`src/rtl/ofs_pkg.sv`:
```
package ofs_pkg;
   typedef enum logic {
      PM_PARALLEL = 1'b0,
      PM_SERIAL   = 1'b1
   } prog_mode_e;

   typedef enum logic {
      SEL_AE = 1'b0,
      SEL_AF = 1'b1
   } ofs_sel_e;
endpackage

```
`src/rtl/ofs_ser_ctl.sv`:
```
module ofs_ser_ctl
   import ofs_pkg::*;
#(
   parameter int W = 10
) (
   input  logic                 clk,
   input  logic                 mrst,
   input  logic                 go,
   output ofs_sel_e             sel,
   output logic [$clog2(W)-1:0] bit_idx
);
   localparam int TOTAL = 2 * W;
   localparam int CW    = $clog2(TOTAL);
   localparam int IW    = $clog2(W);
   localparam logic [CW-1:0] LAST = CW'(TOTAL - 1);
   localparam logic [CW-1:0] HALF = CW'(W);

   logic [CW-1:0] cnt;
   logic [CW-1:0] rel;

   always_ff @(posedge clk) begin
      if (mrst)    cnt <= '0;
      else if (go) cnt <= (cnt == LAST) ? '0 : cnt + 1'b1;
   end

   always_comb begin
      sel     = (cnt >= HALF) ? SEL_AF : SEL_AE;
      rel     = (sel == SEL_AF) ? (cnt - HALF) : cnt;
      bit_idx = rel[IW-1:0];
   end

   p_cnt_range_r4: assert property (@(posedge clk) disable iff (mrst)
      cnt <= LAST);
   p_wrap_r4: assert property (@(posedge clk) disable iff (mrst)
      (go && cnt == LAST) |=> (cnt == '0));
   p_hold_r7: assert property (@(posedge clk) disable iff (mrst)
      !go |=> $stable(cnt));
endmodule

```
`src/rtl/ofs_par_ctl.sv`:
```
module ofs_par_ctl
   import ofs_pkg::*;
#(
   parameter int W = 10
) (
   input  logic         clk,
   input  logic         mrst,
   input  logic         wr_go,
   input  logic         rd_go,
   input  logic [W-1:0] ae_q,
   input  logic [W-1:0] af_q,
   output ofs_sel_e     wsel,
   output logic [W-1:0] rdata
);
   ofs_sel_e rsel;

   always_ff @(posedge clk) begin
      if (mrst) begin
         wsel  <= SEL_AE;
         rsel  <= SEL_AE;
         rdata <= '0;
      end else begin
         if (wr_go) wsel <= (wsel == SEL_AE) ? SEL_AF : SEL_AE;
         if (rd_go) begin
            rdata <= (rsel == SEL_AF) ? af_q : ae_q;
            rsel  <= (rsel == SEL_AE) ? SEL_AF : SEL_AE;
         end
      end
   end

   p_wr_alt_r5: assert property (@(posedge clk) disable iff (mrst)
      wr_go |=> (wsel != $past(wsel)));
   p_wr_hold_r7: assert property (@(posedge clk) disable iff (mrst)
      !wr_go |=> $stable(wsel));
   p_rd_alt_r6: assert property (@(posedge clk) disable iff (mrst)
      rd_go |=> (rsel != $past(rsel)));
   p_rd_hold_r6: assert property (@(posedge clk) disable iff (mrst)
      !rd_go |=> ($stable(rsel) && $stable(rdata)));
endmodule

```
`src/rtl/ofs_reg.sv`:
```
module ofs_reg #(
   parameter int W = 10
) (
   input  logic                 clk,
   input  logic                 mrst,
   input  logic [W-1:0]         dflt,
   input  logic                 bit_we,
   input  logic [$clog2(W)-1:0] bit_idx,
   input  logic                 bit_val,
   input  logic                 word_we,
   input  logic [W-1:0]         word_val,
   output logic [W-1:0]         q
);
   always_ff @(posedge clk) begin
      if (mrst)         q          <= dflt;
      else if (word_we) q          <= word_val;
      else if (bit_we)  q[bit_idx] <= bit_val;
   end

   p_one_src_r7: assert property (@(posedge clk) disable iff (mrst)
      !(bit_we && word_we));
endmodule

```
`src/rtl/fifo_thresh_loader.sv`:
```
module fifo_thresh_loader
   import ofs_pkg::*;
#(
   parameter int         W        = 10,
   parameter logic [9:0] SER_DFLT = 10'h3FF,
   parameter logic [9:0] PAR_DFLT = 10'h07F
) (
   input  logic         clk,
   input  logic         mrst,
   input  logic         load_sel,
   input  logic         ser_en,
   input  logic         ser_in,
   input  logic         par_wr,
   input  logic [W-1:0] par_wdata,
   input  logic         par_rd,
   output logic [W-1:0] par_rdata,
   output logic [W-1:0] ae_ofs,
   output logic [W-1:0] af_ofs,
   output logic         serial_mode
);
   localparam int IW    = $clog2(W);
   localparam int NREG  = 2;
   localparam logic [W-1:0] SER_D = W'(SER_DFLT);
   localparam logic [W-1:0] PAR_D = W'(PAR_DFLT);

   if (W < 8 || W > 32) begin : g_bad_width
      $error("fifo_thresh_loader: W must lie in 8..32");
   end

   prog_mode_e       mode;
   ofs_sel_e         ser_sel;
   ofs_sel_e         par_sel;
   logic [IW-1:0]    ser_idx;
   logic             ser_go;
   logic             wr_go;
   logic [W-1:0]     dflt;
   logic [W-1:0]     q [NREG];

   always_ff @(posedge clk) begin
      if (mrst) mode <= load_sel ? PM_SERIAL : PM_PARALLEL;
   end

   always_comb begin
      ser_go      = ser_en && (mode == PM_SERIAL);
      wr_go       = par_wr && (mode == PM_PARALLEL);
      dflt        = load_sel ? SER_D : PAR_D;
      serial_mode = (mode == PM_SERIAL);
      ae_ofs      = q[SEL_AE];
      af_ofs      = q[SEL_AF];
   end

   ofs_ser_ctl #(.W(W)) u_ser (
      .clk     (clk),
      .mrst    (mrst),
      .go      (ser_go),
      .sel     (ser_sel),
      .bit_idx (ser_idx)
   );

   ofs_par_ctl #(.W(W)) u_par (
      .clk   (clk),
      .mrst  (mrst),
      .wr_go (wr_go),
      .rd_go (par_rd),
      .ae_q  (q[SEL_AE]),
      .af_q  (q[SEL_AF]),
      .wsel  (par_sel),
      .rdata (par_rdata)
   );

   for (genvar i = 0; i < NREG; i++) begin : g_reg
      ofs_reg #(.W(W)) u_reg (
         .clk      (clk),
         .mrst     (mrst),
         .dflt     (dflt),
         .bit_we   (ser_go && (int'(ser_sel) == i)),
         .bit_idx  (ser_idx),
         .bit_val  (ser_in),
         .word_we  (wr_go && (int'(par_sel) == i)),
         .word_val (par_wdata),
         .q        (q[i])
      );
   end

   p_ser_dflt_r2: assert property (@(posedge clk)
      (mrst && load_sel) |=> (ae_ofs == SER_D && af_ofs == SER_D));
   p_par_dflt_r3: assert property (@(posedge clk)
      (mrst && !load_sel) |=> (ae_ofs == PAR_D && af_ofs == PAR_D));
   p_mode_hold_r1: assert property (@(posedge clk) disable iff (mrst)
      1'b1 |=> $stable(serial_mode));
   p_ignore_r7: assert property (@(posedge clk) disable iff (mrst)
      ((serial_mode && !ser_en) || (!serial_mode && !par_wr))
      |=> ($stable(ae_ofs) && $stable(af_ofs)));
endmodule

```
`config.mk`:
```
export PLATFORM = sky130hd
export DESIGN_NAME = fifo_thresh_loader
export DESIGN_NICKNAME = d
export VERILOG_FILES = /design/src/rtl/ofs_pkg.sv /design/src/rtl/ofs_ser_ctl.sv /design/src/rtl/ofs_par_ctl.sv /design/src/rtl/ofs_reg.sv /design/src/rtl/fifo_thresh_loader.sv
export SDC_FILE = /design/constraint.sdc
export NUM_CORES = 1
export LEC_CHECK = 0
export BUFFER_PORTS_ARGS = -buffer_cell sky130_fd_sc_hd__buf_2
export CAP_MARGIN = 20
export CORE_UTILIZATION = 44
export DETAILED_ROUTE_END_ITERATION = 6
export PLACE_DENSITY = 0.73
export SETUP_SLACK_MARGIN = 0.05
export SLEW_MARGIN = 20
export SYNTH_ARGS = -nofsm -noshare
export SYNTH_HDL_FRONTEND = slang
export SYNTH_HIERARCHICAL = 1
export SYNTH_SLANG_ARGS = --single-unit
```
`constraint.sdc`:
```
create_clock -name clk -period 2.6 [get_ports clk]
set_input_delay 0 -clock clk [delete_from_list [all_inputs] [get_ports clk]]
set_output_delay 0 -clock clk [all_outputs]
set_load 0.02 [all_outputs]
```
Word level (Yosys, flattened, before mapping). Cells that the tools add are included.

Input bits: 17. Output and inout bits: 31. Register bits after elaboration: 38. Logic and storage cells: 43.

Magnitude comparators: 3. $add $sub $neg: 2. Reductions and logical operators: 9. Multiplexer cells: 18. Bitwise logic cells: 3. Eq/ne operators: 1.

Operators with widths (count): two-way mux 10 bit (8); bitwise mux 10 bit (2); logical AND 1 bit (7); nonzero test 3 bit (2); adder 5 x 1 -> 5 bit (second input constant) (1); == test 5 bit (second input constant) (1); >= comparator 5 x 4 -> 1 bit (second input constant) (1); less-than comparator 4 x 5 -> 1 bit (second input constant) (1); two-way mux 1 bit (5); two-way mux 5 bit (1); demux 1 bit (select 4 bit) (1); >= comparator 4 x 1 -> 1 bit (second input constant) (1); two-way mux 4 bit (1); subtractor 4 bit (second input constant) (1); NOT 1 bit (3).

Longest topological paths before layout.
Depth in word-level cells: 11. Depth in mapped cells: 8. Gate-level depth less buffers: 8.

By module. Netlist, hierarchy kept.

By module, submodules not included: ofs_reg at g_reg[0].u_reg (seq. area each 300.3 um2, times used 1, cells an instance 68, area an instance 648.1 um2); ofs_reg at g_reg[1].u_reg (seq. area each 300.3 um2, times used 1, cells an instance 58, area an instance 598.1 um2); ofs_par_ctl (seq. area each 240.2 um2, times used 1, cells an instance 50, area an instance 501.7 um2); ofs_ser_ctl (seq. area each 100.1 um2, times used 1, cells an instance 41, area an instance 341.6 um2); fifo_thresh_loader (seq. area each 30.0 um2, times used 1, cells an instance 8, area an instance 77.6 um2).

Worst setup path before layout. Ideal clock, no wire load.

Path type: flip-flop to flip-flop. From: register u_ser.cnt[1]. To: register g_reg[0].u_reg.q[5] (enable). Slack: 291 ps. Setup time: 310 ps. Cell stages (with the launch flop): 8. Arrival time: 1999 ps. Path buffers: 0. Cell sequence: dfxtp_1 -> inv_1 -> ha_1 -> nor2b_1 -> a311o_1 -> mux2i_1 -> or2b_1 -> o21ai_0.

Word-level cells in the longest chain between the ends: 5.

Ends and longest elaborated chain: from (decl) (line ofs_ser_ctl.sv:18) `logic [CW-1:0] cnt;`; from (signal assigned) (line ofs_ser_ctl.sv:23) `else if (go) cnt <= (cnt == LAST) ? '0 : cnt + 1'b1;`; >= comparator 5 x 4 -> 1 bit (line ofs_ser_ctl.sv:27) `sel = (cnt >= HALF) ? SEL_AF : SEL_AE;`; two-way mux 1 bit (line ofs_ser_ctl.sv:27); named net ser_sel (line fifo_thresh_loader.sv:31) `ofs_sel_e ser_sel;`; NOT 1 bit (line fifo_thresh_loader.sv:76) `.bit_we (ser_go && (int'(ser_sel) == i)),`; logical AND 1 bit (line fifo_thresh_loader.sv:76); nonzero test 3 bit (no line); to (signal assigned) (line ofs_reg.sv:15) `if (mrst) q <= dflt;`; to (signal assigned) (line ofs_reg.sv:16) `else if (word_we) q <= word_val;`; to (signal, indexed assignment) (line ofs_reg.sv:17) `else if (bit_we) q[bit_idx] <= bit_val;`; to (decl) (line ofs_reg.sv:12) `output logic [W-1:0] q`.

The timed path passes the listed nets, and every way through them passes these cells. A chain may end at the register's enable or synchronous reset.

Worst setup path after layout.
From: register u_ser.cnt[2]. To: register g_reg[0].u_reg.q[8] (data pin).

Word-level cells in the longest chain between the ends: 11.

Ends and longest elaborated chain: >= comparator 5 x 4 -> 1 bit * (line ofs_ser_ctl.sv:27); two-way mux 1 bit * (line ofs_ser_ctl.sv:27); named net ser_sel (line fifo_thresh_loader.sv:31); two-way mux 4 bit * (line ofs_ser_ctl.sv:28) `rel = (sel == SEL_AF) ? (cnt - HALF) : cnt;`; named net ser_idx[2] (line fifo_thresh_loader.sv:33) `logic [IW-1:0] ser_idx;`; less-than comparator 4 x 5 -> 1 bit (not written as such) or >= comparator 4 x 1 -> 1 bit (tied branches) (line ofs_reg.sv:17); logical AND 1 bit (not written as such) (line ofs_reg.sv:17); two-way mux 1 bit (not written as such) (line ofs_reg.sv:17); demux 1 bit (select 4 bit) *; bitwise mux 10 bit * (line ofs_reg.sv:17); two-way mux 10 bit * (line ofs_reg.sv:17); two-way mux 10 bit * (line ofs_reg.sv:16); two-way mux 10 bit * (line ofs_reg.sv:15).

The timed path passes the listed nets; every way through them passes the cells marked *. The select of a mux whose other input is x is not followed.

==> impl_metrics.csv <==
group,metric,value,unit
yosys,synth_seq_area_share,0.448,
status,outcome,"finished clean",
worst_hold_path,hold_end,"g_reg[1].u_reg/q[2]",
floorplanning,die_h,72.2,um
detailed_routing,firstDrtPassIters,4,
clock_network,cts_root_buf,"clkbuf_8",
sta,layout_setup_ws,170,ps
global_routing,grt_max_degree,47,
floorplanning,core-area,4720,sq um
power,seqPwrFrac,0.447,
place,place.gp.congestion,0.866,
critical_path,r2r_end,"g_reg[0].u_reg/q[8]",
yosys,synthCells,225,
clock_network,cts_resized,0,
clock_network,cts_made_buffers,5,
clock_network,clkLatencyLatePin,290,ps
critical_path,critPathMaxStageDelay,520,ps
detailed_routing,drcViolationCount,0,
final_layout,fin_nets,308,
clock_network,cts_max_path_buffers,2,
place,io_buffer_count,47,
global_routing,grt_pass1_wl,7830,um
power,combPwrFrac,0.169,
run,maxCapViolCount,0,
floorplanning,io_pins,48,
power,cellLeakagePower,1.09,nW
clock_network,postCtsSetupRepairBufs,0,
power,p_switching,0.415,mW
detailed_routing,routed_wl,4890,um
critical_path,required,2730,ps
worst_hold_path,hold_path.class,"in -> reg",
critical_path,critical_path.top_delay_family,"simple AND/OR/NAND/NOR gates",
worst_hold_path,min_path_cells,3,
detailed_routing,via_count,1896,
yosys,ys_types,46,
floorplanning,die-area,5210,sq um
yosys,ys_ff_latch,38,
critical_path,crit_chain,"inv_2 > ha_2 > nor2b_1 > a311o_2 > mux2i_4 > buf_4 > or4bb_1 > o221ai_1",
sta,fin_setup_tns,0,ps
global_routing,grt_overflow_total,0,
critical_path,crit_fanout,8,
global_routing,antenna_found_initial,0,
power,switching_share,0.257,
yosys,syn_area_per_cell,9.63,sq um
detailed_routing,postRouteAntennaNets,0,
detailed_routing,drtIter0Drc,153,
worst_hold_path,hp-start,"par_wdata[2]",
floorplanning,die_x,72.2,um
sta,rsz0062_at_grt,"false",
clock_network,htree_levels,2,
sta,fmax,0.411,GHz
sta,finalMaxSlewViolations,0,
detailed_routing,vias_per_cell,5.34,
sta,clock_skew,5.12,ps
final_layout,area_growth,23.8,%
critical_path,slowest_stage,"or4bb_1",
sta,fin_crit,2430,ps
power,clock_power_share,0.383,
critical_path,critPathBufInv,2,
critical_path,cp_data_arrival_time,2560,ps
sta,setup_viol,0,
clock_network,cts_tree,"built",
floorplanning,core.rowCount,25,
floorplanning,start_util,0.459,
clock_network,clk_pin_slew,80,ps
yosys,ys_warn_count,6,
place,place_ws,74.6,ps
critical_path,rr_startpoint,"u_ser/cnt[2]",
critical_path,r2r_setup_slack,170,ps
sta,timing.final.hold_violations,0,
clock_network,hold_buffers,0,
clock_network,cts_sinks,38,
sta,relSlewSlack,0.471,
final_layout,layout-drive-gt1-share,0.257,
sta,period_share,0.935,
critical_path,criticalPathCategory,"reg -> reg",
global_routing,grt_pass1_vias,1695,
sta,worst_pin_slew,794,ps
power,p_int,1.20,mW
power,ir_drop,0.303,mV
power,power.density,603,nW/um^2
global_routing,track_usage,0.198,
final_layout,diodes,0,
place,hpwl,3670,um
detailed_routing,post_drt_wl_per_cell,13.8,um
yosys,synth_area,2170,sq um
critical_path,cp-start-kind,"flop",
critical_path,crit_path_end_kind,"flop",
critical_path,ff2ff_path_depth,8,
## layer usage
metal  GRT usage  share of wire  vias up
met5           0              0        -
met4      0.0937          0.024        0
met3      0.0431          0.042       10
met2       0.346           0.50       56
met1       0.231           0.44      883
li1            -              -      947
## Yosys cell counts, drive strengths merged
cell	instances	area share
xnor2	3	0.012
conb	1	0.0017
nor3b	1	0.0035
a311o	1	0.0046
ha	4	0.023
o31ai	4	0.014
nand3b	6	0.023
o221ai	10	0.040
nand3	3	0.0069
or2	2	0.0069
nor2	17	0.031
or3	1	0.0029
a22oi	10	0.035
or3b	3	0.012
nand2b	6	0.021
inv	14	0.024
o21ai	29	0.067
edfxtp	21	0.29
or4b	1	0.0063
a21oi	4	0.0092
clkbuf	4	0.0075
and3	1	0.0029
nand4bb	2	0.010
buf	6	0.018
nand4	1	0.0029
dfxtp	17	0.16
a211oi	11	0.038
and4b	1	0.0046
mux2i	11	0.051
or4bb	1	0.0052
and2	1	0.0029
a211o	1	0.0040
and3b	2	0.0081
nand2	17	0.029
or2b	1	0.0035
nor2b	7	0.020
## layout by cell type, fill, tap and decap left out, types with 2 or more instances in the layout
master	synthesis	routed
nand2b_1	5	5
a21oi_1	4	4
bufinv_16	0	2
o31ai_1	4	4
nand4bb_1	2	2
xnor2_1	3	2
o21ai_0	26	25
mux2i_1	11	10
clkbuf_8	0	6
a211oi_1	11	11
o221ai_1	10	10
buf_2	4	47
buf_4	1	5
edfxtp_1	21	21
nand3b_1	5	5
nand2_1	17	17
a22oi_1	10	10
or3b_2	2	2
nor2_1	16	16
nand3_1	3	3
dfxtp_1	17	17
ha_1	4	3
inv_2	1	2
nor2b_1	7	7
and3b_1	2	2
conb_1	1	14
o21ai_1	3	4
inv_1	13	12
## power groups by stage
stage | Combinational [mW] | Clock (mW) | Sequential, mW
final | 0.274 | 0.621 | 0.724
after global routing | 0.303 | 0.652 | 0.731
after CTS | 0.270 | 0.634 | 0.725
after detailed placement | 0.269 | 0 | 0.739
after global placement | 0.267 | 0 | 0.737
after floorplan | 0.136 | 0 | 0.780
## metrics by stage
stage	instance area [sq um]	hold WS [ps]	std cells	power, mW	utilization
after global routing	2680	27.0	355	1.69	0.568
after global placement	2520	322	347	1.00	0.533
after floorplan	2220	69.1	238	0.916	-
final	2680	20.3	355	1.62	0.568
after detailed placement	2520	322	347	1.01	0.533
after CTS	2660	18.8	355	1.63	0.563
## sequential cells by signal (all words and copies together), names as in the netlist
name	count
u_par/rdata	10
g.u_reg/q	20
u_par/wsel	1
serial_mode	1
u_ser/cnt	5
u_par/rsel	1
## worst max path at each step
stage | to | depth (start not counted) | slack, ps | startpoint
final | g_reg[0].u_reg/q[8] | 8 | 170 | u_ser/cnt[2]
after global routing | g_reg[0].u_reg/q[8] | 8 | 50 | u_ser/cnt[2]
after CTS | g_reg[0].u_reg/q[6] | 7 | 50 | u_ser/cnt[1]
after floorplan | g_reg[0].u_reg/q[5] | 7 | 290 | u_ser/cnt[1]
after detailed placement | g_reg[0].u_reg/q[6] | 7 | 70 | u_ser/cnt[2]
after global placement | g_reg[0].u_reg/q[5] | 7 | 170 | u_ser/cnt[1]
## worst register-to-register path: stages, from the launching register on
cell and delay (ps):
dfxtp_1 370, inv_2 130, ha_2 200, nor2b_1 60, a311o_2 380, mux2i_4 250, buf_4 170, or4bb_1 520
o221ai_1 190
## logic make-up (layout without fill, tap and decap cells)
kind of cell	count (synthesis)	in the layout	synth area share
flip-flops	38	38	0.448
buffers and inverters	24	74	0.0497
AND/OR/NAND/NOR	74	74	0.203
multiplexers	11	11	0.0508
XOR/XNOR	3	3	0.0121
adder cells (fa/ha/maj)	4	4	0.0231
AO/OA/AOI/OAI	70	70	0.212
other	1	14	0.00173
## cell type report
type	count	area, sq um
multi-input combinational	176	1160
clock buffer	6	82.6
clock inverter	2	60.1
sequential	38	971
tap	67	83.8
fill	433	2040
timing repair buffer	52	273
inverter	14	52.6
(Power assumes the default switching activity.)
